<file path="src/rtl/flash_pm_pkg.sv">
`timescale 1ns/1ps
package flash_pm_pkg;

  localparam int CMD_W = 8;
  localparam logic [CMD_W-1:0] CMD_PROG_SETUP    = 8'h40;
  localparam logic [CMD_W-1:0] CMD_ERASE_SETUP   = 8'h20;
  localparam logic [CMD_W-1:0] CMD_ERASE_CONFIRM = 8'hD0;

  typedef enum logic [2:0] {
    MODE_READ    = 3'd0,
    MODE_STANDBY = 3'd1,
    MODE_SAVE    = 3'd2,
    MODE_SETUP   = 3'd3,
    MODE_BUSY    = 3'd4,
    MODE_DOWN    = 3'd5
  } pmMode_t;

  typedef struct packed {
    logic startProg;
    logic startErase;
    logic clearStatus;
    logic setSeqErr;
    logic setAbort;
    logic opDone;
  } pmStrobe_t;

endpackage

</file>
<file path="src/rtl/flash_pm_datapath.sv">
`timescale 1ns/1ps
module flash_pm_datapath
  import flash_pm_pkg::*;
#(
  parameter int ADDR_W        = 16,
  parameter int QUIET_CYCLES  = 16,
  parameter int READ_RECOVER  = 20,
  parameter int WRITE_RECOVER = 30,
  parameter int PROG_CYCLES   = 200,
  parameter int ERASE_CYCLES  = 5000
) (
  input  logic              clk,
  input  logic              rstN,
  input  logic              rpN,
  input  logic              ceN,
  input  logic [ADDR_W-1:0] addr,
  input  pmStrobe_t         strobe,
  input  logic              busyNow,
  output logic              rdReady,
  output logic              wrReady,
  output logic              addrQuiet,
  output logic              addrMoved,
  output logic              busyLast,
  output logic              seqErr,
  output logic              dataBad
);

  localparam int REC_MAX  = (READ_RECOVER > WRITE_RECOVER) ? READ_RECOVER : WRITE_RECOVER;
  localparam int REC_W    = $clog2(REC_MAX + 1);
  localparam int QUIET_W  = $clog2(QUIET_CYCLES + 1);
  localparam int TIME_MAX = (PROG_CYCLES > ERASE_CYCLES) ? PROG_CYCLES : ERASE_CYCLES;
  localparam int TIME_W   = $clog2(TIME_MAX + 1);

  logic [REC_W-1:0]   recCount;
  logic [QUIET_W-1:0] quietCount;
  logic [ADDR_W-1:0]  addrPrev;
  logic [TIME_W-1:0]  opTimer;

  // recovery: counts edges with rpN high, saturating
  always_ff @(posedge clk) begin
    if (!rstN)                         recCount <= REC_W'(REC_MAX);
    else if (!rpN)                     recCount <= '0;
    else if (recCount != REC_W'(REC_MAX)) recCount <= recCount + 1'b1;
  end

  assign rdReady = (recCount >= REC_W'(READ_RECOVER));
  assign wrReady = (recCount >= REC_W'(WRITE_RECOVER));

  // address idle detection
  assign addrMoved = (addr != addrPrev);

  always_ff @(posedge clk) begin
    if (!rstN) begin
      addrPrev   <= '0;
      quietCount <= '0;
    end else begin
      addrPrev <= addr;
      if (addrMoved || ceN || !rpN)                 quietCount <= '0;
      else if (quietCount != QUIET_W'(QUIET_CYCLES)) quietCount <= quietCount + 1'b1;
    end
  end

  assign addrQuiet = (quietCount >= QUIET_W'(QUIET_CYCLES));

  // busy period timer
  always_ff @(posedge clk) begin
    if (!rstN)                      opTimer <= '0;
    else if (!rpN)                  opTimer <= '0;
    else if (strobe.startProg)      opTimer <= TIME_W'(PROG_CYCLES);
    else if (strobe.startErase)     opTimer <= TIME_W'(ERASE_CYCLES);
    else if (busyNow && opTimer > TIME_W'(1)) opTimer <= opTimer - 1'b1;
  end

  assign busyLast = (opTimer == TIME_W'(1));

  // status and abort flags
  always_ff @(posedge clk) begin
    if (!rstN) begin
      seqErr  <= 1'b0;
      dataBad <= 1'b0;
    end else begin
      if (strobe.clearStatus)    seqErr <= 1'b0;
      else if (strobe.setSeqErr) seqErr <= 1'b1;
      if (strobe.setAbort)       dataBad <= 1'b1;
      else if (strobe.opDone)    dataBad <= 1'b0;
    end
  end

  assert_status_clear_R10: assert property (@(posedge clk) disable iff (!rstN)
    !rpN |=> !seqErr);

  assert_abort_flag_R9: assert property (@(posedge clk) disable iff (!rstN)
    (busyNow && !rpN) |=> dataBad);

  assert_write_hold_R12: assert property (@(posedge clk) disable iff (!rstN)
    !rpN |=> !wrReady);

endmodule

</file>
<file path="src/rtl/flash_pm_ctrl.sv">
`timescale 1ns/1ps
module flash_pm_ctrl
  import flash_pm_pkg::*;
(
  input  logic             clk,
  input  logic             rstN,
  input  logic             ceN,
  input  logic             weN,
  input  logic             rpN,
  input  logic [CMD_W-1:0] cmdData,
  input  logic             wrReady,
  input  logic             addrQuiet,
  input  logic             addrMoved,
  input  logic             busyLast,
  output pmMode_t          mode,
  output pmStrobe_t        strobe
);

  pmMode_t modeNext;
  logic    eraseArmed, eraseArmedNext;
  logic    wrSelPrev;
  logic    wrSel, wrStrobe;

  assign wrSel    = !weN && !ceN;
  assign wrStrobe = wrSel && !wrSelPrev && rpN && wrReady;

  always_comb begin
    strobe         = '0;
    modeNext       = mode;
    eraseArmedNext = eraseArmed;
    if (!rpN) begin
      modeNext           = MODE_DOWN;
      strobe.clearStatus = 1'b1;
      if (mode == MODE_BUSY) strobe.setAbort = 1'b1;
    end else begin
      case (mode)
        MODE_BUSY: begin
          if (busyLast) begin
            modeNext      = MODE_READ;
            strobe.opDone = 1'b1;
          end
        end
        MODE_SETUP: begin
          if (wrStrobe) begin
            if (!eraseArmed) begin
              modeNext         = MODE_BUSY;
              strobe.startProg = 1'b1;
            end else if (cmdData == CMD_ERASE_CONFIRM) begin
              modeNext          = MODE_BUSY;
              strobe.startErase = 1'b1;
            end else begin
              modeNext         = MODE_READ;
              strobe.setSeqErr = 1'b1;
            end
          end
        end
        default: begin
          if (wrStrobe && cmdData == CMD_PROG_SETUP) begin
            modeNext       = MODE_SETUP;
            eraseArmedNext = 1'b0;
          end else if (wrStrobe && cmdData == CMD_ERASE_SETUP) begin
            modeNext       = MODE_SETUP;
            eraseArmedNext = 1'b1;
          end else if (ceN) begin
            modeNext = MODE_STANDBY;
          end else if (!addrMoved && addrQuiet) begin
            modeNext = MODE_SAVE;
          end else begin
            modeNext = MODE_READ;
          end
        end
      endcase
    end
  end

  always_ff @(posedge clk) begin
    if (!rstN) begin
      mode       <= MODE_READ;
      eraseArmed <= 1'b0;
      wrSelPrev  <= 1'b0;
    end else begin
      mode       <= modeNext;
      eraseArmed <= eraseArmedNext;
      wrSelPrev  <= wrSel;
    end
  end

  assert_down_entry_R8: assert property (@(posedge clk) disable iff (!rstN)
    !rpN |=> (mode == MODE_DOWN));

  assert_busy_keeps_R7: assert property (@(posedge clk) disable iff (!rstN)
    (mode == MODE_BUSY && rpN && !busyLast) |=> (mode == MODE_BUSY));

endmodule

</file>
<file path="src/rtl/flash_power_gate.sv">
`timescale 1ns/1ps
module flash_power_gate
  import flash_pm_pkg::*;
#(
  parameter int ADDR_W        = 16,
  parameter int QUIET_CYCLES  = 16,
  parameter int READ_RECOVER  = 20,
  parameter int WRITE_RECOVER = 30,
  parameter int PROG_CYCLES   = 200,
  parameter int ERASE_CYCLES  = 5000
) (
  input  logic              clk,
  input  logic              rstN,
  input  logic              ceN,
  input  logic              weN,
  input  logic              oeN,
  input  logic              rpN,
  input  logic [ADDR_W-1:0] addr,
  input  logic [7:0]        cmdData,
  output logic              outEnable,
  output logic              lowPower,
  output logic              busy,
  output logic              dataBad,
  output logic [7:0]        status,
  output logic [2:0]        mode
);

  pmMode_t   modeState;
  pmStrobe_t strobe;
  logic rdReady, wrReady, addrQuiet, addrMoved, busyLast, seqErr;

  flash_pm_ctrl ctrl (
    .clk(clk), .rstN(rstN), .ceN(ceN), .weN(weN), .rpN(rpN),
    .cmdData(cmdData), .wrReady(wrReady), .addrQuiet(addrQuiet),
    .addrMoved(addrMoved), .busyLast(busyLast),
    .mode(modeState), .strobe(strobe)
  );

  flash_pm_datapath #(
    .ADDR_W(ADDR_W), .QUIET_CYCLES(QUIET_CYCLES), .READ_RECOVER(READ_RECOVER),
    .WRITE_RECOVER(WRITE_RECOVER), .PROG_CYCLES(PROG_CYCLES), .ERASE_CYCLES(ERASE_CYCLES)
  ) dpath (
    .clk(clk), .rstN(rstN), .rpN(rpN), .ceN(ceN), .addr(addr),
    .strobe(strobe), .busyNow(busy),
    .rdReady(rdReady), .wrReady(wrReady), .addrQuiet(addrQuiet),
    .addrMoved(addrMoved), .busyLast(busyLast), .seqErr(seqErr), .dataBad(dataBad)
  );

  assign busy      = (modeState == MODE_BUSY);
  assign mode      = modeState;
  assign lowPower  = (modeState == MODE_STANDBY) || (modeState == MODE_SAVE) ||
                     (modeState == MODE_DOWN);
  assign outEnable = rpN && !ceN && !oeN && rdReady && (modeState != MODE_DOWN);
  assign status    = {!busy, 1'b0, seqErr, 5'b0};

  assert_standby_dark_R1: assert property (@(posedge clk) disable iff (!rstN)
    (ceN || !rpN) |-> !outEnable);

endmodule

</file>
<file path="config.mk">
export PLATFORM = sky130hd
export DESIGN_NAME = flash_power_gate
export DESIGN_NICKNAME = d
export VERILOG_FILES = /design/src/rtl/flash_pm_pkg.sv /design/src/rtl/flash_pm_datapath.sv /design/src/rtl/flash_pm_ctrl.sv /design/src/rtl/flash_power_gate.sv
export SDC_FILE = /design/constraint.sdc
export NUM_CORES = 1
export LEC_CHECK = 0
export BUFFER_PORTS_ARGS = -buffer_cell sky130_fd_sc_hd__clkbuf_2
export CORE_MARGIN = 4
export CORE_UTILIZATION = 54
export DETAILED_ROUTE_END_ITERATION = 10
export PLACE_DENSITY = 0.74
export SETUP_SLACK_MARGIN = 0.05
export SLEW_MARGIN = 20
export SYNTH_ARGS = -nofsm -noshare
export SYNTH_HDL_FRONTEND = slang
export SYNTH_HIERARCHICAL = 1
export SYNTH_SLANG_ARGS = --single-unit
export TNS_END_PERCENT = 1
</file>
<file path="constraint.sdc">
create_clock -name clk -period 2.9 [get_ports clk]
set_input_delay 0.58 -clock clk [delete_from_list [all_inputs] [get_ports clk]]
set_output_delay 0.58 -clock clk [all_outputs]
set_load 0.02 [all_outputs]
</file>
After elaboration in Yosys (flattened, before gate mapping). Index checks and enable logic that the tools add are counted.

Flip-flop bits (word level): 46. Output and inout bits: 15. Word-level logic and storage cells: 111.

$add $sub $neg: 3. Order comparisons: 4. Eq/ne operators: 18. Mux-type cells: 35. Bitwise operators: 3. Reductions and logical operators: 35.

Operators with widths (number): $mux W13 (2); $mux W3 (8); $mux W1 (17); $ne A16 B16 Y1 (1); $ge A5 B5 Y1 const B (3); $eq A13 B1 Y1 const B (1); $gt A13 B1 Y1 const B (1); $sub A13 B1 Y13 const B (1); $logic_and A1 B1 Y1 (12); $add A5 B1 Y5 const B (2); $mux W5 (2); $ne A5 B5 Y1 const B (2); $eq A8 B6 Y1 const B (1); $eq A8 B7 Y1 const B (1); $eq A8 B8 Y1 const B (1); $mux W2 (4); $mux W8 (1); $logic_not A1 Y1 (7); $eq A3 B2 Y1 const B (2); $eq A3 B3 Y1 const B (2); $ne A2 B1 Y1 const B (3); $ne A3 B2 Y1 const B (2); $pmux W3 S2 (1); $reduce_and A2 Y1 (3); 10 further kinds (18).

Longest topological paths before layout.
Depth after elaboration: 10. Gate-level depth with buffers: 8. Depth with buffers taken out: 8.

Cells and area by module. Netlist, hierarchy kept.

Modules (own cells, without submodules): flash_pm_datapath (instances 1, cells an instance 196, area each 1858.0 um^2); flash_pm_ctrl (instances 1, cells an instance 41, area each 326.6 um^2); flash_power_gate (instances 1, cells an instance 16, area each 106.4 um^2).

Least setup slack after synthesis. Ideal clock, no wire load.

Path type: in2reg. From: in cmdData[1]. To: reg dpath.opTimer[2]. Arrival time: 2.123 ns. Required time: 2.784 ns. Path slack: 0.661 ns. Stages: 7. Buffers on the path: 0. Cells stage by stage: nor4_4 nand4_1 nor3_1 nor2_1 nand3_1 nor2_1 a31o_2.

RTL lines: start, declared (line flash_power_gate.sv:19) `input logic [7:0] cmdData,`; end signal, assigned (line flash_pm_datapath.sv:69) `else if (strobe.startProg) opTimer <= TIME_W'(PROG_CYCLES);`; end signal, assigned (line flash_pm_datapath.sv:70) `else if (strobe.startErase) opTimer <= TIME_W'(ERASE_CYCLES);`; end signal, assigned (line flash_pm_datapath.sv:71) `else if (busyNow && opTimer > TIME_W'(1)) opTimer <= opTimer - 1'b1;`; end, declared (line flash_pm_datapath.sv:37) `logic [TIME_W-1:0] opTimer;`.

==> results.yml <==
synth:
  muxShareOfSynthArea: 0.01365
  synth_flop_cell: "dfxtp_1"
  synth_simple_gate_area_frac: 0.2791
  yosysMostFrequentCell: "dfxtp_1"
  ys_warn_count: 6
  ys_seq_area_frac: 0.4020
  yosys_register_bits: 46
  synthTopCellsByCount: "dfxtp_1, nor2_1, xor2_1"
  synth_compound_area_frac: 0.1207
  synth_cell_type_count: 49
  synth.cell_area_um2: 2291
  post_synth_main_area_contributors: "dfxtp_1, xor2_1, and2_1"
  synth.avg_cell_area_um2: 9.055
  async_flop_share: 0
  synth_cells: 253
  yosysTopAreaCellShare: 0.4020
  synth_area_leader_cell: "dfxtp_1"
  synth_top_family_by_area: "simple AND/OR/NAND/NOR gates"
  synth-xor-area-share: 0.09940
  synth_edf_count: 0
  synth_adder_area_share: 0.03277
finish:
  n_antenna_cell: 0
  multi_input_area_um2: 1272
  fill_cells: 368
  regArea_um2: 920.9
  area_growth_pct: 12.83
  fin_util: 0.6371
  nNetsFinal: 330
  layout-drive-gt1-share: 0.1973
  finish.instance_area_um2: 2585
floorplanning:
  ios: 45
  coreArea_um2: 4058
  initial_core_util: 0.5646
  die_area_um2: 5349
  row_count: 23
  die_h_um: 73.14
  die_w_um: 73.14
sta:
  period_minus_slack_ns: 2.136
  fin_worst_skew_ns: 0.004927
  hold_viol: 0
  max_slew_margin: 0.6121
  max_freq_mhz: 468.2
  fin_crit_sh: 0.7364
  fin_setup_tns_ns: 0
  worst_hold_slack_ns: 0.4817
  final-setup-viol-count: 0
  drv_slew: 0
  worst_pin_slew_ns: 0.5672
  grt_setup_unrepaired: "no"
drt:
  viasPerCell: 5.390
  first_iter_violations: 106
  route.detailed.drc: 0
  wl_per_cell_um: 12.99
  firstDrtPassIters: 4
  vias: 1854
  routed_wl_um: 4467
  final_antenna_net_count: 0
critical_path:
  crit_path_max_fanout: 8
  path_cells: "and4_1, and3b_1, nand3_1, nor3_1, buf_4, nor2_1, nand3_1, nor2_1, a31o_2"
  critPathSlowestCell: "dfxtp_1"
  critPathTopFamily: "simple AND/OR/NAND/NOR gates"
  arrival_ns: 2.33
  worstSetupStartpointType: "flop"
  cpPeakStageDelay_ns: 0.41
  worst-path-buf-inv: 1
  crit_type: "flop to flop"
  endpoint_kind: "flop"
  required_ns: 3.09
placed_design:
  hpwlAfterDp_um: 3422
  place.gp.congestion: 0.7963
  placement.io_buffers: 38
  placed_cell_area_um2: 2506
power_and_ir_drop:
  p_per_area_nw_per_um2: 451.2
  peakVddDrop_v: 0.0003041
  power_mw: 1.166
  p_leak_nw: 1.098
cts:
  cts_tree: "built"
  holdBufCountCts: 0
  clock_latency_ns: 0.29
  cts.sinks: 46
  cts-root-buf: "clkbuf_8"
  post_cts_buffers: 0
  htreeDepth: 2
  cts_max_path_buffers: 2
  cts_inserted_buffers: 5
  ctsResizeCount: 0
  path_clk_slew_ns: 0.08
worst_hold_path:
  hold_class: "input pin to flop"
global_routing:
  grt-ovfl-total: 0
  grt_start_max_net_pins: 28
  grt_pass1_wl_um: 7721
  grt_use_total: 0.1840
  grt_pass1_vias: 1793
  antenna_found_initial: 0
status:
  status: "complete, no violations"
run:
  drv_cap: 0
==> metrics by stage <==
stage | setup slack [ns] | instances
after floorplan | 0.6611 | 258
after global placement | 0.6200 | 337
after detailed placement | 0.5484 | 337
after CTS | 0.7720 | 344
after global routing | 0.4849 | 344
final | 0.7643 | 344
==> registers in the layout, indices dropped and copies added, names as in the netlist <==
register          cells
ctrl/mode             3
dpath/opTimer        13
dpath/quietCount      5
dpath/seqErr          1
dpath/addrPrev       16
ctrl/eraseArmed       1
ctrl/wrSelPrev        1
dpath/recCount        5
dpath/dataBad         1
==> cell usage in the layout (no fill, tap or decap), types with 3 or more instances in the layout <==
cell	count
dfxtp_1	46
clkbuf_2	38
nor2_1	20
xor2_1	20
and2_1	17
inv_1	14
nand2_1	14
nor3_1	13
nand3_1	9
a21oi_1	7
conb_1	6
xnor2_1	6
ha_1	6
o21ai_0	5
clkbuf_8	5
nor3b_1	5
o21a_1	5
nor4_1	5
a211oi_1	5
and3_1	4
a2111oi_0	3
==> power by group <==
group | internal [mW] | switching (mW)
Combinational | 0.0539 | 0.0739
Sequential | 0.652 | 0.0159
Clock | 0.162 | 0.208
==> layout make-up <==
| cell class | count | share of cell area |
|---|---|---|
| flip-flops and latches | 46 | 0.3562 |
| repair buffers | 39 | 0.07648 |
| clock buffers | 5 | 0.02662 |
| clock inverters | 2 | 0.003872 |
| inverters | 14 | 0.02033 |
| well taps | 50 | 0.02420 |
| multi-input cells | 188 | 0.4923 |
==> metal layers <==
| layer | track usage | vias up | routed length [um] |
|---|---|---|---|
| li1 | - | 960 | - |
| met1 | 0.2213 | 838 | 1981 |
| met2 | 0.3217 | 54 | 2173 |
| met3 | 0.05234 | 2 | 288 |
| met4 | 0.04303 | 0 | 24 |
| met5 | 0 | - | 0 |
==> logic make-up (layout without fill, tap and decap cells) <==
group	count (synthesis)	count (layout)
compound gates	39	39
xor+xnor	26	26
fa+ha+maj	6	6
buf+inv	24	60
flops	46	46
mux	3	3
other cells	1	6
simple gates	108	108
==> worst paths after layout <==
| check | startpoint | end | slack (ns) | cells after the start |
|---|---|---|---|---|
| worst max-delay path | dpath/recCount[2]$_SDFFE_PN1P_ | dpath/opTimer[2]$_SDFFE_PP0P_ | 0.76 | 9 |
| worst min register to register | dpath/seqErr$_SDFFE_PP0P_ | dpath/seqErr$_SDFFE_PP0P_ | 0.51 | 2 |
| worst max register to register | dpath/recCount[2]$_SDFFE_PN1P_ | dpath/opTimer[2]$_SDFFE_PP0P_ | 0.76 | 9 |
| worst min-delay path | weN | ctrl/wrSelPrev$_SDFF_PN0_ | 0.48 | 2 |
(Power assumes the default switching activity.)
